File: src/rtl/pkg_arb_pkg.sv
package pkg_arb_pkg;

  localparam int CS_W = 3;

  typedef enum logic [2:0] {
    CS_C0  = 3'd0,
    CS_C1  = 3'd1,
    CS_C1E = 3'd2,
    CS_C3  = 3'd3,
    CS_C6  = 3'd6
  } coreState_e;

  typedef enum logic [1:0] {
    PKG_ACTIVE = 2'd0,
    PKG_LIGHT  = 2'd1,
    PKG_HOLD   = 2'd2,
    PKG_DEEP   = 2'd3
  } pkgIdle_e;

  // Strobes from control to the ratio datapath
  typedef struct packed {
    logic forceMin;  // no core holds a vote
    logic capEff;    // every core is out of C0
  } arbStrobes_t;

  // Unknown codes fold to C0
  function automatic coreState_e decodeState(input logic [CS_W-1:0] code);
    case (code)
      3'd1:    return CS_C1;
      3'd2:    return CS_C1E;
      3'd3:    return CS_C3;
      3'd6:    return CS_C6;
      default: return CS_C0;
    endcase
  endfunction

endpackage

File: src/rtl/arb_ctrl.sv
module arb_ctrl
  import pkg_arb_pkg::*;
#(
  parameter int NUM_CORES = 4
) (
  input  logic                      clk,
  input  logic                      rst,
  input  logic [NUM_CORES*CS_W-1:0] coreCState,
  input  logic                      pcieIdle,
  input  logic                      remoteIdle,
  output logic [NUM_CORES-1:0]      voteMask,
  output arbStrobes_t               strobes,
  output logic [1:0]                pkgState,
  output logic                      uncoreActive
);

  logic [NUM_CORES-1:0] asleepMask;
  logic [NUM_CORES-1:0] deepMask;
  logic                 allAsleep;
  logic                 allDeep;
  logic                 ioQuiet;
  pkgIdle_e             nextState;
  pkgIdle_e             stateQ;
  logic                 uncoreQ;

  generate
    for (genvar g = 0; g < NUM_CORES; g++) begin : g_core
      coreState_e st;
      assign st            = decodeState(coreCState[g*CS_W +: CS_W]);
      assign voteMask[g]   = (st == CS_C0) || (st == CS_C1);
      assign asleepMask[g] = (st != CS_C0);
      assign deepMask[g]   = (st == CS_C3) || (st == CS_C6);
    end
  endgenerate

  assign allAsleep = &asleepMask;
  assign allDeep   = &deepMask;
  assign ioQuiet   = pcieIdle && remoteIdle;

  always_comb begin
    strobes.forceMin = ~|voteMask;
    strobes.capEff   = allAsleep;
  end

  always_comb begin
    if (!allAsleep)   nextState = PKG_ACTIVE;
    else if (!allDeep) nextState = PKG_LIGHT;
    else if (!ioQuiet) nextState = PKG_HOLD;
    else               nextState = PKG_DEEP;
  end

  always_ff @(posedge clk) begin
    if (rst) begin
      stateQ  <= PKG_ACTIVE;
      uncoreQ <= 1'b1;
    end else begin
      stateQ  <= nextState;
      uncoreQ <= (nextState != PKG_DEEP);
    end
  end

  assign pkgState     = stateQ;
  assign uncoreActive = uncoreQ;

  // any core in C0 keeps the package active
  assert_active_pkg_R7: assert property (@(posedge clk) disable iff (rst)
    !allAsleep |=> pkgState == PKG_ACTIVE);

  // quiet traffic and deep cores release the uncore
  assert_deep_release_R8: assert property (@(posedge clk) disable iff (rst)
    (allDeep && ioQuiet) |=> (pkgState == PKG_DEEP) && !uncoreActive);

  // live traffic holds the uncore up
  assert_uncore_hold_R9: assert property (@(posedge clk) disable iff (rst)
    (allDeep && !ioQuiet) |=> (pkgState == PKG_HOLD) && uncoreActive);

endmodule

File: src/rtl/arb_ratio_path.sv
module arb_ratio_path
  import pkg_arb_pkg::*;
#(
  parameter int NUM_CORES = 4,
  parameter int RATIO_W   = 8,
  parameter int MIN_RATIO = 8,
  parameter int EFF_RATIO = 16,
  parameter int MAX_RATIO = 40
) (
  input  logic                         clk,
  input  logic                         rst,
  input  logic [NUM_CORES*RATIO_W-1:0] coreRatioReq,
  input  logic [NUM_CORES-1:0]         voteMask,
  input  arbStrobes_t                  strobes,
  output logic [RATIO_W-1:0]           grantRatio
);

  localparam logic [RATIO_W-1:0] MIN_R = RATIO_W'(MIN_RATIO);
  localparam logic [RATIO_W-1:0] EFF_R = RATIO_W'(EFF_RATIO);
  localparam logic [RATIO_W-1:0] MAX_R = RATIO_W'(MAX_RATIO);

  logic [RATIO_W-1:0] clampedReq [NUM_CORES];
  logic [RATIO_W-1:0] voteMax;
  logic [RATIO_W-1:0] nextRatio;
  logic [RATIO_W-1:0] ratioQ;

  generate
    for (genvar g = 0; g < NUM_CORES; g++) begin : g_clamp
      logic [RATIO_W-1:0] rawReq;
      assign rawReq = coreRatioReq[g*RATIO_W +: RATIO_W];
      assign clampedReq[g] = (rawReq < MIN_R) ? MIN_R :
                             (rawReq > MAX_R) ? MAX_R : rawReq;
    end
  endgenerate

  always_comb begin
    voteMax = MIN_R;
    for (int i = 0; i < NUM_CORES; i++) begin
      if (voteMask[i] && (clampedReq[i] > voteMax)) voteMax = clampedReq[i];
    end
  end

  always_comb begin
    if (strobes.forceMin)                        nextRatio = MIN_R;
    else if (strobes.capEff && (voteMax > EFF_R)) nextRatio = EFF_R;
    else                                          nextRatio = voteMax;
  end

  always_ff @(posedge clk) begin
    if (rst) ratioQ <= MIN_R;
    else     ratioQ <= nextRatio;
  end

  assign grantRatio = ratioQ;

  // granted ratio never leaves the supported window
  assert_ratio_range_R2: assert property (@(posedge clk) disable iff (rst)
    (grantRatio >= MIN_R) && (grantRatio <= MAX_R));

  // no voter means floor ratio next cycle
  assert_no_vote_min_R4: assert property (@(posedge clk) disable iff (rst)
    strobes.forceMin |=> grantRatio == MIN_R);

  // package-wide sleep caps the ratio
  assert_eff_cap_R5: assert property (@(posedge clk) disable iff (rst)
    strobes.capEff |=> grantRatio <= EFF_R);

endmodule

File: src/rtl/pkg_freq_idle_arb.sv
module pkg_freq_idle_arb
  import pkg_arb_pkg::*;
#(
  parameter int NUM_CORES = 4,
  parameter int RATIO_W   = 8,
  parameter int MIN_RATIO = 8,
  parameter int EFF_RATIO = 16,
  parameter int MAX_RATIO = 40
) (
  input  logic                         clk,
  input  logic                         rst,
  input  logic [NUM_CORES*3-1:0]       coreCState,
  input  logic [NUM_CORES*RATIO_W-1:0] coreRatioReq,
  input  logic                         pcieIdle,
  input  logic                         remoteIdle,
  output logic [RATIO_W-1:0]           grantRatio,
  output logic [1:0]                   pkgState,
  output logic                         uncoreActive
);

  logic [NUM_CORES-1:0] voteMask;
  arbStrobes_t          strobes;

  arb_ctrl #(
    .NUM_CORES(NUM_CORES)
  ) u_ctrl (
    .clk         (clk),
    .rst         (rst),
    .coreCState  (coreCState),
    .pcieIdle    (pcieIdle),
    .remoteIdle  (remoteIdle),
    .voteMask    (voteMask),
    .strobes     (strobes),
    .pkgState    (pkgState),
    .uncoreActive(uncoreActive)
  );

  arb_ratio_path #(
    .NUM_CORES(NUM_CORES),
    .RATIO_W  (RATIO_W),
    .MIN_RATIO(MIN_RATIO),
    .EFF_RATIO(EFF_RATIO),
    .MAX_RATIO(MAX_RATIO)
  ) u_path (
    .clk         (clk),
    .rst         (rst),
    .coreRatioReq(coreRatioReq),
    .voteMask    (voteMask),
    .strobes     (strobes),
    .grantRatio  (grantRatio)
  );

endmodule

File: config.mk
export PLATFORM = sky130hd
export DESIGN_NAME = pkg_freq_idle_arb
export DESIGN_NICKNAME = d
export VERILOG_FILES = /design/src/rtl/pkg_arb_pkg.sv /design/src/rtl/arb_ctrl.sv /design/src/rtl/arb_ratio_path.sv /design/src/rtl/pkg_freq_idle_arb.sv
export SDC_FILE = /design/constraint.sdc
export NUM_CORES = 1
export LEC_CHECK = 0
export BUFFER_PORTS_ARGS = -buffer_cell sky130_fd_sc_hd__buf_2
export CORE_MARGIN = 1
export CORE_UTILIZATION = 50
export DETAILED_ROUTE_END_ITERATION = 8
export PLACE_DENSITY = 0.9
export SLEW_MARGIN = 30
export SYNTH_ARGS = -nofsm -noshare
export SYNTH_HDL_FRONTEND = slang
export SYNTH_SLANG_ARGS = --single-unit
File: constraint.sdc
create_clock -name clk -period 7.06 [get_ports clk]
set_clock_uncertainty 0.1 [all_clocks]
set_input_delay 0.353 -clock clk [delete_from_list [all_inputs] [get_ports clk]]
set_output_delay 0.353 -clock clk [all_outputs]
set_load 0.03 [all_outputs]
==> out/qor.txt, run 1 <==
===================================================================================
Outcome .............................................................. finished, violations left
Failing checks ....................................................... design-rule violations
Asr flop ratio synth .................................................            0
# port buffers .......................................................           58
Topmost layer with routed signal wires ...............................         met4
Proportion of synthesized chip area in sequential cells ..............        0.143
Startpoint Class .....................................................   input port
Min-delay src ........................................................   remoteIdle
Most common library cell in the layout ignoring fill and taps ........ sky130_fd_sc_hd__buf_2
IR drop worst, VDD ...................................................    0.0462 mV
CP Capture Type ......................................................     register
Vias in the first global route .......................................         1542
Slowest Stage Delay on Critical Path .................................      0.64 ns
Yosys Warn Count .....................................................            0
CTS tree .............................................................        built
Worst-Margin Slew ....................................................     0.785 ns
Clock buffer count from CTS ..........................................            3
WL/cell ..............................................................      11.8 um
Antenna diode instance count .........................................            0
Post-route DRC violation count .......................................            6
Flop and latch count out of synthesis ................................           11
Wire length reported by the detailed router ..........................      3.55 mm
CTS resizes ..........................................................            0
Core Area ............................................................    2830 um^2
Maximum number of pins on one net before global-route repair .........           11
Clk sinks ............................................................           11
Power per cell area ..................................................  119 nW/um^2
Start point of the critical path ..................................... coreRatioReq[12]
Reg clk slew, reported paths .........................................      0.06 ns
Share of the clock period used by the worst path after layout ........        0.904
Number of standard cells after synthesis .............................          197
Number of enable flip-flop cells after synthesis .....................            0
Count of standard-cell rows ..........................................           19
H-tree level count ...................................................            1
Instance count along the most critical hold path .....................            2
Count of placed standard cells in the final layout, fillers left out .          302
Avg Cell Area, Syn ...................................................    7.82 um^2
Commonest register cell after synthesis .............................. sky130_fd_sc_hd__dfxtp_1
Count of pins over their slew limit ..................................            0
Count of different cell masters after synthesis ......................           49
Horizontal extent of the die .........................................      57.5 um
Total via count after detailed routing ...............................         1699
Class of the tightest hold or removal check ..........................    in -> reg
Peak fanout along the critical path ..................................           10
Number of antenna violations at the first check in global routing ....            0
Area Growth Syn to Fin ...............................................        26.1%
Post-CTS setup buffer count ..........................................            0
Routability Congestion ...............................................        0.862
Remaining antenna violation count ....................................            0
DR iter-0 viols ......................................................           39
Met1 routed wirelength after detailed routing ........................      1.59 mm
Unrepaired setup endpoints after global routing ......................        false
Final-layout fill cell count .........................................          247
Nets .................................................................          344
Wire length of the first global-routing pass .........................      5.97 mm
Slew Limit Headroom ..................................................        0.473
Final total power ....................................................       231 uW
Detailed-route vias per instance .....................................         5.63
Residual overflow from global routing ................................            0
Total of max-cap violations ..........................................            0
Aggregate negative setup slack .......................................         0 ns
Cell type with the highest occurrence count on the critical path ..... sky130_fd_sc_hd__o21ai_0
Tmin final ...........................................................      6.38 ns
Final hold violation count ...........................................            0
Y dimension of the die ...............................................      57.5 um
Cell chain of the critical path ...................................... buf_2 -> o21ai_0 -> nor4b_1 -> nand2_1 -> inv_1 -> ha_1 -> o21ai_0 -> a21oi_1 -> o311ai_4 -> mux2_2 -> ha_1 -> nor2b_1 -> o211ai_1 -> a21oi_1 -> o21ai_0 -> buf_4 -> mux2_4 -> ha_1 -> a21oi_1 -> o21ai_0 -> o21ai_1 -> mux2_2 -> a311oi_1 -> nor2_1
Initial standard-cell utilization of the core ........................        0.545
Sum of met3 wire segment lengths after detailed routing ..............       172 um
Required time at the endpoint of the critical path ...................      7.10 ns
Final HPWL DP ........................................................      3.15 mm
Die area .............................................................    3310 um^2
Fraction of layout instances using a drive strength above 1 ..........        0.303
Max stage delay cell, worst path ..................................... sky130_fd_sc_hd__o21ai_1
Critical path endpoint ............................................... u_path.grantRatio[3]$_SDFF_PP1_
Max Freq .............................................................    0.157 GHz
Final setup violation count ..........................................            0
Top library cells by usage in the layout, fill and taps aside ........ 58 x sky130_fd_sc_hd__buf_2, 24 x sky130_fd_sc_hd__ha_1, 21 x sky130_fd_sc_hd__nand2_1
Count of hold-fix buffers inserted at cts ............................            0
Wire length on met2 ..................................................      1.76 mm
Startpoint-to-endpoint class of the critical path ....................    in -> reg
# IOs ................................................................           59
Number of placed instances with taps included ........................          298
Area of the mapped netlist ...........................................    1540 um^2
Post-layout util .....................................................        0.687
Data arrival time of the critical path ...............................      6.42 ns
Static power due to leakage ..........................................  0.000963 uW
Clock root buffer .................................................... sky130_fd_sc_hd__clkbuf_4
Count of TritonRoute iterations in the first routing pass ............            6
Final hold slack .....................................................     0.180 ns
Worst-case clock buffer depth ........................................            2
Aggregate global-route resource usage ................................        0.221
===================================================================================
## power by group
group	total [uW]	switching, uW	internal (uW)
Combinational	125	68.6	56.2
Clock	39.2	17.5	21.8
Sequential	66.6	0.650	65.9
## worst min-delay path by stage
stage | to | slack [ns]
final | u_ctrl.uncoreActive$_SDFF_PP1_ | 0.18
after global placement | u_ctrl.uncoreActive$_SDFF_PP1_ | 0.45
after floorplan | u_ctrl.uncoreActive$_SDFF_PP1_ | 0.32
after detailed placement | u_ctrl.uncoreActive$_SDFF_PP1_ | 0.45
after CTS | u_ctrl.uncoreActive$_SDFF_PP1_ | 0.17
after global routing | u_ctrl.uncoreActive$_SDFF_PP1_ | 0.20
## sequential cells by signal, indices dropped and copies added, names as in the netlist
register,count
u_ctrl.pkgState,2
u_path.grantRatio,8
u_ctrl.uncoreActive,1
## synth_stat cells, drive strengths merged (3+ instances only)
library cell / count / area (um^2)
or2: 4 / 25.0
mux2: 8 / 105
a21oi: 16 / 83.8
mux2i: 6 / 71.3
o211ai: 3 / 22.5
inv: 14 / 52.6
nor2: 11 / 41.3
o22ai: 5 / 31.3
dfxtp: 11 / 220
nand4: 10 / 62.6
and2: 3 / 18.8
ha: 24 / 300
o21ai: 13 / 65.1
nor3: 9 / 45.0
nand2: 21 / 78.8
## worst max-delay path: cells and delay by family
family,cells,cell delay [ns]
adder cells (fa/ha/maj),3,0.83
AO/OA/AOI/OAI,11,2.79
AND/OR/NAND/NOR,4,0.82
multiplexers,3,1.16
buffers and inverters,3,0.48
## metal layers
layer | track usage | up-vias
li1 | - | 875
met1 | 0.265 | 766
met2 | 0.415 | 54
met3 | 0.0159 | 4
met4 | 0.0662 | 0
met5 | 0 | -
## cell families (layout without fill, tap and decap cells)
family | count (synthesis) | count (layout) | synth area share
AND/OR/NAND/NOR | 75 | 75 | 0.259
AO/OA/AOI/OAI | 52 | 52 | 0.224
adder cells (fa/ha/maj) | 24 | 24 | 0.195
buffers and inverters | 15 | 77 | 0.0373
multiplexers | 14 | 14 | 0.114
flip-flops | 11 | 11 | 0.143
XOR/XNOR | 4 | 4 | 0.0227
other | 2 | 14 | 0.00487
## layout make-up
cell class	count	area, um^2	share of cell area
Multi-Input combinational cell	183	1310	0.673
Sequential cell	11	220	0.113
Timing Repair Buffer	59	298	0.153
Inverter	14	52.6	0.0270
Tap cell	31	38.8	0.0199
Clock buffer	4	26.3	0.0135
## stage by stage
stage	setup WS, ns	cell area, um^2
finish	0.681	1940
global route	0.204	1940
CTS	0.682	1940
detailed placement	0.461	1920
global placement	0.715	1920
floorplan	1.38	1590
Power figures use the tool's default switching activity.
==> run 2, diff against run 1 <==
- CORE_UTILIZATION: 50 -> 35
- PLACE_DENSITY: 0.9 -> 0.69
- TNS_END_PERCENT: unset -> 100
==> out/qor.txt, run 2 (synthesis gave the netlist of run 1 again) <==
================================================================================
Core Area .........................................................    4120 um^2   +45%
Antenna diode instance count ......................................            0   unchanged
Count of pins over their slew limit ...............................            0   unchanged
Maximum number of pins on one net before global-route repair ......           12   +1
Cell Area, Placed .................................................    1950 um^2   +1.6%
Final-layout fill cell count ......................................          401   +62%
Vias in the first global route ....................................         1434   -7.0%
Fraction of power spent switching nets ............................        0.355   -0.0206
Die area ..........................................................    4670 um^2   +41%
Multi-input gate area in the final layout .........................    1310 um^2   unchanged
Wire length of the first global-routing pass ......................      5.82 mm   -2.4%
Post-route DRC violation count ....................................            0   -6
Required time at the endpoint of the critical path ................      7.08 ns   -0.02 ns
Horizontal extent of the die ......................................      68.4 um   +19%
Power per cell area ...............................................  127 nW/um^2   +6.7%
Final setup violation count .......................................            0   unchanged
Total via count after detailed routing ............................         1676   -1.4%
Sequential standard cell area .....................................     220 um^2   unchanged
Reg clk slew, reported paths ......................................      0.04 ns   -0.02 ns
Static power due to leakage .......................................  0.000976 uW   +1.3%
Worst-case clock buffer depth .....................................            2   unchanged
Sequential cell fraction of total power ...........................        0.265   -0.024
IR drop worst, VDD ................................................    0.0531 mV   +15%
Final hold violation count ........................................            0   unchanged
Worst-Margin Slew .................................................     0.538 ns   -0.247 ns
Aggregate global-route resource usage .............................        0.162   -0.0587
Count of hold-fix buffers inserted at cts .........................            0   unchanged
Final cell area excluding filler cells ............................    1990 um^2   +2.6%
Slew Limit Headroom ...............................................        0.637   +0.164
Aggregate negative setup slack ....................................         0 ns   unchanged
Wire length reported by the detailed router .......................      3.66 mm   +3.0%
WL/cell ...........................................................      11.4 um   -3.4%
Residual overflow from global routing .............................            0   unchanged
Outcome ........................................................... finished, final reports clean
CP Capture Type ...................................................     register
Final HPWL DP .....................................................      3.28 mm   +3.9%
Clk network pwr share .............................................        0.240   +0.070
Worst setup slack after layout ....................................      1.46 ns   +0.778 ns
Total of max-cap violations .......................................            0   unchanged
Clock buffer count from CTS .......................................            3   unchanged
Startpoint-to-endpoint class of the critical path .................    in -> reg
Number of antenna violations at the first check in global routing .            0   unchanged
Most common library cell in the layout ignoring fill and taps ..... sky130_fd_sc_hd__buf_2
Nets ..............................................................          345   +0.29%
Data arrival time of the critical path ............................      5.62 ns   -0.80 ns
Routability Congestion ............................................        0.851   -1.2%
DR iter-0 viols ...................................................           64   +64%
Post-CTS setup buffer count .......................................            0   unchanged
Post-layout util ..................................................        0.485   -0.203
# IOs .............................................................           59   unchanged
Peak fanout along the critical path ...............................           11   +1
# port buffers ....................................................           58   unchanged
Class of the tightest hold or removal check .......................    in -> reg
Unrepaired setup endpoints after global routing ...................        false
Combinational group share of total power ..........................        0.495   -0.046
Final hold slack ..................................................     0.207 ns   +0.0271 ns
Net Sw Power ......................................................      89.7 uW   +3.4%
Count of standard-cell rows .......................................           23   +4
Max reg flops .....................................................            8   unchanged
Fraction of layout instances using a drive strength above 1 .......        0.305   +0.00256
Max Freq ..........................................................    0.179 GHz   +14%
Tmin final ........................................................      5.60 ns   -0.778 ns
Remaining antenna violation count .................................            0   unchanged
Count of TritonRoute iterations in the first routing pass .........            4   -2
Clock root buffer ................................................. sky130_fd_sc_hd__clkbuf_8
H-tree level count ................................................            1   unchanged
Clk sinks .........................................................           11   unchanged
Setup slack at placement ..........................................      1.25 ns   +0.793 ns
Area Growth Syn to Fin ............................................        29.4%
Detailed-route vias per instance ..................................         5.20   -7.5%
CTS resizes .......................................................            0   unchanged
Internal Pwr Total ................................................       163 uW   +13%
Startpoint Class ..................................................   input port
Initial standard-cell utilization of the core .....................        0.375   -0.170
Share of the clock period used by the worst path after layout .....        0.793   -0.110
CTS tree ..........................................................        built
Register containing the most flip-flops in the final layout ....... u_path.grantRatio
Y dimension of the die ............................................      68.4 um   +19%
Top library cells by usage in the layout, fill and taps aside ..... 58 x sky130_fd_sc_hd__buf_2, 24 x sky130_fd_sc_hd__ha_1, 21 x sky130_fd_sc_hd__nand2_1
================================================================================
-- run 2: metrics by stage --
step	total power, uW	instances
after floorplan	154	209
after global placement	190	318
after detailed placement	192	318
after CTS	253	322
after global routing	272	322
final	252	322
-- run 2: final cells by class --
cell class | instances | area share
Multi-Input combinational cell | 183 | 0.656
Clock buffer | 4 | 0.0226
Tap cell | 50 | 0.0314
Timing Repair Buffer | 60 | 0.153
Inverter | 14 | 0.0263
Sequential cell | 11 | 0.110
-- run 2: power by group through the flow --
| stage | combinational, uW | clock [uW] | sequential, uW |
|---|---|---|---|
| floorplan | 77.4 | 0 | 76.3 |
| global placement | 122 | 0 | 68.0 |
| detailed placement | 124 | 0 | 68.0 |
| CTS | 124 | 62.6 | 66.9 |
| global route | 140 | 64.6 | 67.5 |
| finish | 125 | 60.5 | 66.8 |
-- run 2: path summary, 6_finish.rpt --
path | to | slack (ns) | start | cells after the start
min | u_ctrl.uncoreActive$_SDFF_PP1_ | 0.21 | remoteIdle | 2
max | u_path.grantRatio[3]$_SDFF_PP1_ | 1.46 | coreCState[1] | 26
-- run 2: worst max-delay path, cell delays in order --
cell	delay (ns)
sky130_fd_sc_hd__buf_2	0.11
sky130_fd_sc_hd__a21boi_0	0.16
sky130_fd_sc_hd__or4b_2	0.70
sky130_fd_sc_hd__inv_1	0.08
sky130_fd_sc_hd__ha_1	0.23
sky130_fd_sc_hd__o21ai_0	0.08
sky130_fd_sc_hd__a21oi_1	0.08
sky130_fd_sc_hd__o311ai_4	0.45
sky130_fd_sc_hd__mux2_2	0.41
sky130_fd_sc_hd__ha_1	0.29
sky130_fd_sc_hd__nor2b_1	0.14
sky130_fd_sc_hd__o211ai_1	0.15
sky130_fd_sc_hd__a21oi_1	0.08
sky130_fd_sc_hd__o21ai_0	0.16
sky130_fd_sc_hd__buf_4	0.21
sky130_fd_sc_hd__mux2_4	0.32
sky130_fd_sc_hd__ha_1	0.31
sky130_fd_sc_hd__nand4_1	0.14
sky130_fd_sc_hd__nor2_1	0.07
sky130_fd_sc_hd__a21oi_1	0.16
sky130_fd_sc_hd__o21ai_1	0.09
sky130_fd_sc_hd__buf_4	0.18
sky130_fd_sc_hd__o21a_1	0.11
sky130_fd_sc_hd__a21o_1	0.20
sky130_fd_sc_hd__a311oi_1	0.27
sky130_fd_sc_hd__nor2_1	0.08
-- run 2: layer usage --
layer / routed length [um] / share of wire / track usage / vias to the layer above
met5: 0 / 0 / 0 / -
met4: 44 / 0.012 / 0.0599 / 0
li1: - / - / - / 878
met3: 171 / 0.047 / 0.00333 / 5
met2: 1730 / 0.47 / 0.293 / 58
met1: 1710 / 0.47 / 0.202 / 735
